File: src/rtl/regptr_pkg.sv
package regptr_pkg;
  typedef enum logic [1:0] {
    TX_IDLE  = 2'd0,
    TX_PTR   = 2'd1,
    TX_WDATA = 2'd2,
    TX_RDATA = 2'd3
  } txn_e;
endpackage

File: src/rtl/regptr_txn_fsm.sv
module regptr_txn_fsm
  import regptr_pkg::*;
(
  input  logic clk,
  input  logic rst_n,
  input  logic adr_hit_i,
  input  logic adr_rw_i,
  input  logic stop_i,
  input  logic wr_vld_i,
  input  logic rd_done_i,
  output logic ptr_load_o,
  output logic data_wr_o,
  output logic rd_adv_o,
  output logic wr_ack_o
);
  txn_e st_q, st_d;
  logic qual;

  // A new match or a stop overrides any byte strobe in the same cycle.
  assign qual       = !adr_hit_i && !stop_i;
  assign ptr_load_o = qual && wr_vld_i  && (st_q == TX_PTR);
  assign data_wr_o  = qual && wr_vld_i  && (st_q == TX_WDATA);
  assign rd_adv_o   = qual && rd_done_i && (st_q == TX_RDATA);
  assign wr_ack_o   = ptr_load_o || data_wr_o;

  always_comb begin
    st_d = st_q;
    if (adr_hit_i) begin
      st_d = adr_rw_i ? TX_RDATA : TX_PTR;
    end else if (stop_i) begin
      st_d = TX_IDLE;
    end else if (ptr_load_o) begin
      st_d = TX_WDATA;
    end
  end

  always_ff @(posedge clk or negedge rst_n) begin
    if (!rst_n) st_q <= TX_IDLE;
    else        st_q <= st_d;
  end
endmodule

File: src/rtl/regptr_pointer.sv
module regptr_pointer #(
  parameter int ADDR_W   = 8,
  parameter int NUM_REGS = 19
) (
  input  logic              clk,
  input  logic              rst_n,
  input  logic              load_i,
  input  logic [ADDR_W-1:0] load_val_i,
  input  logic              adv_i,
  output logic [ADDR_W-1:0] ptr_o
);
  localparam logic [ADDR_W-1:0] LAST = ADDR_W'(2*NUM_REGS-1);

  logic [ADDR_W-1:0] ptr_q, ptr_d;
  logic              ptr_en;

  assign ptr_en = load_i || (adv_i && (ptr_q < LAST));

  always_comb begin
    ptr_d = ptr_q;
    if (load_i) begin
      ptr_d = (load_val_i > LAST) ? LAST : load_val_i;
    end else if (adv_i && (ptr_q < LAST)) begin
      ptr_d = ptr_q + ADDR_W'(1);
    end
  end

  always_ff @(posedge clk or negedge rst_n) begin
    if (!rst_n)      ptr_q <= '0;
    else if (ptr_en) ptr_q <= ptr_d;
  end

  assign ptr_o = ptr_q;
endmodule

File: src/rtl/regptr_regfile.sv
module regptr_regfile #(
  parameter int ADDR_W   = 8,
  parameter int REG_W    = 10,
  parameter int NUM_REGS = 19
) (
  input  logic                      clk,
  input  logic                      rst_n,
  input  logic                      wr_i,
  input  logic [ADDR_W-1:0]         addr_i,
  input  logic [7:0]                wdata_i,
  output logic [7:0]                rdata_o,
  output logic [NUM_REGS*REG_W-1:0] regs_o
);
  localparam int HI_W = REG_W - 8;
  localparam int IX_W = ADDR_W - 1;

  logic [REG_W-1:0] reg_q [NUM_REGS];
  logic [IX_W-1:0]  idx;
  logic             upper;

  assign idx   = addr_i[ADDR_W-1:1];
  assign upper = addr_i[0];

  for (genvar g = 0; g < NUM_REGS; g++) begin : g_reg
    logic             sel, lo_en, hi_en;
    logic [7:0]       lo_d;
    logic [HI_W-1:0]  hi_d;

    assign sel   = wr_i && (idx == IX_W'(g));
    assign lo_en = sel && !upper;
    assign hi_en = sel && upper;

    always_comb begin
      lo_d = reg_q[g][7:0];
      hi_d = reg_q[g][REG_W-1:8];
      if (lo_en) lo_d = wdata_i;
      if (hi_en) hi_d = wdata_i[HI_W-1:0];
    end

    always_ff @(posedge clk or negedge rst_n) begin
      if (!rst_n) begin
        reg_q[g] <= '0;
      end else begin
        if (lo_en) reg_q[g][7:0]       <= lo_d;
        if (hi_en) reg_q[g][REG_W-1:8] <= hi_d;
      end
    end

    assign regs_o[g*REG_W +: REG_W] = reg_q[g];
  end

  always_comb begin
    rdata_o = '0;
    for (int i = 0; i < NUM_REGS; i++) begin
      if (idx == IX_W'(i)) begin
        rdata_o = upper ? {{(8-HI_W){1'b0}}, reg_q[i][REG_W-1:8]} : reg_q[i][7:0];
      end
    end
  end
endmodule

File: src/rtl/regptr_bank.sv
module regptr_bank #(
  parameter int ADDR_W   = 8,
  parameter int REG_W    = 10,
  parameter int NUM_REGS = 19
) (
  input  logic                      clk,
  input  logic                      rst_n,
  input  logic                      adr_hit_i,
  input  logic                      adr_rw_i,
  input  logic                      stop_i,
  input  logic                      wr_vld_i,
  input  logic [7:0]                wr_data_i,
  input  logic                      rd_done_i,
  output logic                      wr_ack_o,
  output logic [7:0]                rd_data_o,
  output logic [ADDR_W-1:0]         ptr_o,
  output logic [NUM_REGS*REG_W-1:0] regs_o
);
  logic ptr_load, data_wr, rd_adv;

  regptr_txn_fsm u_fsm (
    .clk        (clk),
    .rst_n      (rst_n),
    .adr_hit_i  (adr_hit_i),
    .adr_rw_i   (adr_rw_i),
    .stop_i     (stop_i),
    .wr_vld_i   (wr_vld_i),
    .rd_done_i  (rd_done_i),
    .ptr_load_o (ptr_load),
    .data_wr_o  (data_wr),
    .rd_adv_o   (rd_adv),
    .wr_ack_o   (wr_ack_o)
  );

  regptr_pointer #(.ADDR_W(ADDR_W), .NUM_REGS(NUM_REGS)) u_ptr (
    .clk        (clk),
    .rst_n      (rst_n),
    .load_i     (ptr_load),
    .load_val_i (ADDR_W'(wr_data_i)),
    .adv_i      (data_wr || rd_adv),
    .ptr_o      (ptr_o)
  );

  regptr_regfile #(.ADDR_W(ADDR_W), .REG_W(REG_W), .NUM_REGS(NUM_REGS)) u_rf (
    .clk     (clk),
    .rst_n   (rst_n),
    .wr_i    (data_wr),
    .addr_i  (ptr_o),
    .wdata_i (wr_data_i),
    .rdata_o (rd_data_o),
    .regs_o  (regs_o)
  );
endmodule

File: config.mk
export PLATFORM = sky130hd
export DESIGN_NAME = regptr_bank
export DESIGN_NICKNAME = d
export VERILOG_FILES = /design/src/rtl/regptr_pkg.sv /design/src/rtl/regptr_txn_fsm.sv /design/src/rtl/regptr_pointer.sv /design/src/rtl/regptr_regfile.sv /design/src/rtl/regptr_bank.sv
export SDC_FILE = /design/constraint.sdc
export NUM_CORES = 1
export LEC_CHECK = 0
export CAP_MARGIN = 20
export CORE_ASPECT_RATIO = 1.4
export CORE_MARGIN = 2
export CORE_UTILIZATION = 50
export CTS_CLUSTER_SIZE = 16
export DETAILED_ROUTE_END_ITERATION = 6
export PLACE_DENSITY = 0.87
export SYNTH_ARGS = -nofsm -noshare
export SYNTH_HDL_FRONTEND = slang
export SYNTH_SLANG_ARGS = --single-unit
File: constraint.sdc
create_clock -name clk -period 7.11 [get_ports clk]
set_clock_uncertainty 0.2 [all_clocks]
set_input_delay 1.0665 -clock clk [delete_from_list [all_inputs] [get_ports clk]]
set_output_delay 1.0665 -clock clk [all_outputs]
set_load 0.01 [all_outputs]
==> run metrics <==
status=finished clean; Avg Cell Area, Syn=roughly 13 um^2; commonest register cell after synthesis=dfrtp_1; die area=between 20000 and 25000 um^2; CTS tree=done; Pwr per Cell Area=between 200 and 250 nW/um^2; number of synthesized flops with an enable pin=0; Worst Setup Start Kind=register; clock sink count=200; Crit Path Category=register to output pin; Worst Setup End Kind=output pin; CTS clk-pin slew, worst paths=approximately 0.070 ns; worst path cell trace=buf_4 > nand2b_1 > o22a_1 > a22oi_1 > a2111oi_0 > o21ai_0 > clkdlybuf4s50_1; ys async rst share=1.00; layout cells sized above 1=0.299; starting density of the core=0.509; Yosys warnings=0; DRC violation count after routing=0; Relative slew margins=0.343; Post-Route WL=between 20000 and 30000 um; actual transition at the worst max-transition pin=approximately 1 ns; max-cap violations=0; # setup viols final=0; Area Overhead vs Synth=29.5%; hpwl dp=roughly 21000 um; post-synth top area share=0.514; RSZ-0062 raised after global routing=false; antenna violations before repair=0; pin count of the biggest net entering global routing=roughly 130; Post-Syn Area=between 9000 and 10000 um^2; global placer's final weighted congestion=0.903; # hold bufs at CTS=0; delay-heaviest family, CP=compound AO/OA/AOI/OAI gates; first-pass GRT wire length=44200 um; Final Hold Violating Endpoints=0; global route total overflow=0; Core Area=~19000 um^2; IO Pins=222; Die Y=approximately 170 um; CP max FO=34; CTS Buffer Depth=2; # rows=60; IO buf count=around 220; R2R Setup Slk=roughly 3.2 ns; post-route ant nets=0; fin crit share=0.795; Worst-Skew Late Latency=0.44 ns; number of H-tree levels=4; CP max-delay cell=a2111oi_0; hold slack=0.336 ns; layout net count=around 940; via/cell ratio=6.22; Worst Path Arrival=between 4 and 5 ns; Post-Route Setup TNS=0 ns; Worst Hold Class=register to register; Vias=around 7400; fin. max-slew vios=0; Synth area leaders=dfrtp_1 51%, mux2_2 22%, mux2i_1 4.0%; antenna cell count=0; highest clock rate=177 MHz; Min Clock Period, post-route=5.65 ns; Num CTS Buffers=17; gr usage total=0.288; Placed Cells=1156; total leakage power=~5.7 nW; share of the yosys chip area belonging to registers=0.514; non-filler cells, final=about 1200; Die Wd=122 um; CP required=about 6 ns; First-pass DRT Iterations=5; Synth Instances=about 730; flops & latches, synth=200; drt wl/cell=roughly 25 um; CTS-repair resized insts=0; Max VDD drop=around 0.00015 V; cell accounting for the most synthesized area=dfrtp_1; WP buf/inv=2; drt initial violations=between 500 and 600; Root Buffer=clkbuf_16; Post-CTS Setup Bufs=0; CP peak stage delay=0.89 ns; Net Count, Synth=748; Unique masters post-synth=60; vias in the first global route=approximately 7600
cells in the mapped netlist, types with 7 or more instances:
cell type and instances:
mux4_2 14, a21oi_1 19, mux2_2 192, nor3_1 18, buf_2 12, o21ai_0 17, dfrtp_1 200, nand2_1 13
nor3_4 10, o22a_1 7, nor2_1 26, clkbuf_1 27, mux2i_1 39, o22ai_1 11, a22oi_1 25
cell type report:
type	count	area (um^2)
fill	1436	6530
timing repair buffer	228	2270
inverter	5	18.8
tap	248	310
clock inverter	11	73.8
clock buffer	21	460
multi-input combinational	475	4480
sequential	200	5010
layer usage:
layer	GRT usage	vias up	routed length (um)
met5	0	-	0
met4	0.140	0	1400
met3	0.0566	90	1900
met2	0.494	355	15100
met1	0.344	3814	10800
li1	-	3128	-
where the power goes:
group          total, mW  internal (mW)  switching, mW  leakage, nW
logic              0.636          0.253          0.383         2.62
registers           1.28           1.18          0.108         2.77
clock network      0.894          0.466          0.429        0.259
metrics by stage:
stage                     cell area, um^2  setup slack, ns  utilization  power [mW]
final                               12600             1.46        0.659        2.81
after global routing                12600             1.32        0.659        2.91
after CTS                           12600             1.49        0.659        2.81
after detailed placement            12100             2.16        0.631        1.92
after global placement              12100             2.28        0.631        1.91
after floorplan                      9740             3.89            -        1.69
final timing paths:
| path | from | endpoint | cells past startpoint |
|---|---|---|---|
| worst max-delay path | u_ptr.ptr_o[1] | rd_data_o[0] | 7 |
| worst min-delay path | u_rf.regs_o[71] | u_rf.regs_o[71] | 1 |
| worst max register to register | u_ptr.ptr_o[0] | u_rf.regs_o[7] | 6 |
| worst min register to register | u_rf.regs_o[71] | u_rf.regs_o[71] | 1 |
| max in group asynchronous | rst_n | u_rf.regs_o[93] | 2 |
| min in group asynchronous | rst_n | u_rf.regs_o[7] | 1 |
sequential cells by signal, summed over array words and instances (netlist names):
| signal | cells |
|---|---|
| u_rf.regs_o | 190 |
| u_ptr.ptr_o | 8 |
| u_fsm.st_q | 2 |
cells by family (layout without fill, tap and decap cells):
kind of cell               after synthesis  after routing  synth area share
buffers and inverters                   56            265            0.0263
adders and majority gates                2              2           0.00257
AOI/OAI and AO/OA                      111            111            0.0793
xor gates and xnor gates                 3              3           0.00270
and+or+nand+nor                        112            112            0.0784
muxes                                  247            247             0.297
DFF                                    200            200             0.514
placed cells by master, fill, tap and decap left out, drive strengths merged, types with 2 or more instances in the layout:
master,count
a211oi,2
a21oi,19
a221oi,6
a22oi,25
a31o,2
and2,3
and3,2
buf,7
clkbuf,22
clkdlybuf4s50,220
clkinv,6
clkinvlp,3
dfrtp,200
ha,2
inv,7
mux2,194
mux2i,39
mux4,14
nand2,15
nand2b,3
nand3,6
nand4,5
nor2,33
nor2b,4
nor3,33
nor4,2
o211a,2
o211ai,6
o21ai,17
o221ai,3
o22a,7
o22ai,11
o32a,3
or2,2
xnor2,2
worst reg2reg max path, cell delays in order (launching register included):
cell     delay (ns)
dfrtp_2        0.68
buf_4          0.40
inv_1          0.22
nand4_2        0.77
or2_2          0.77
nor2_4         0.38
mux2_2         0.39
Power figures use the tool's default switching activity.
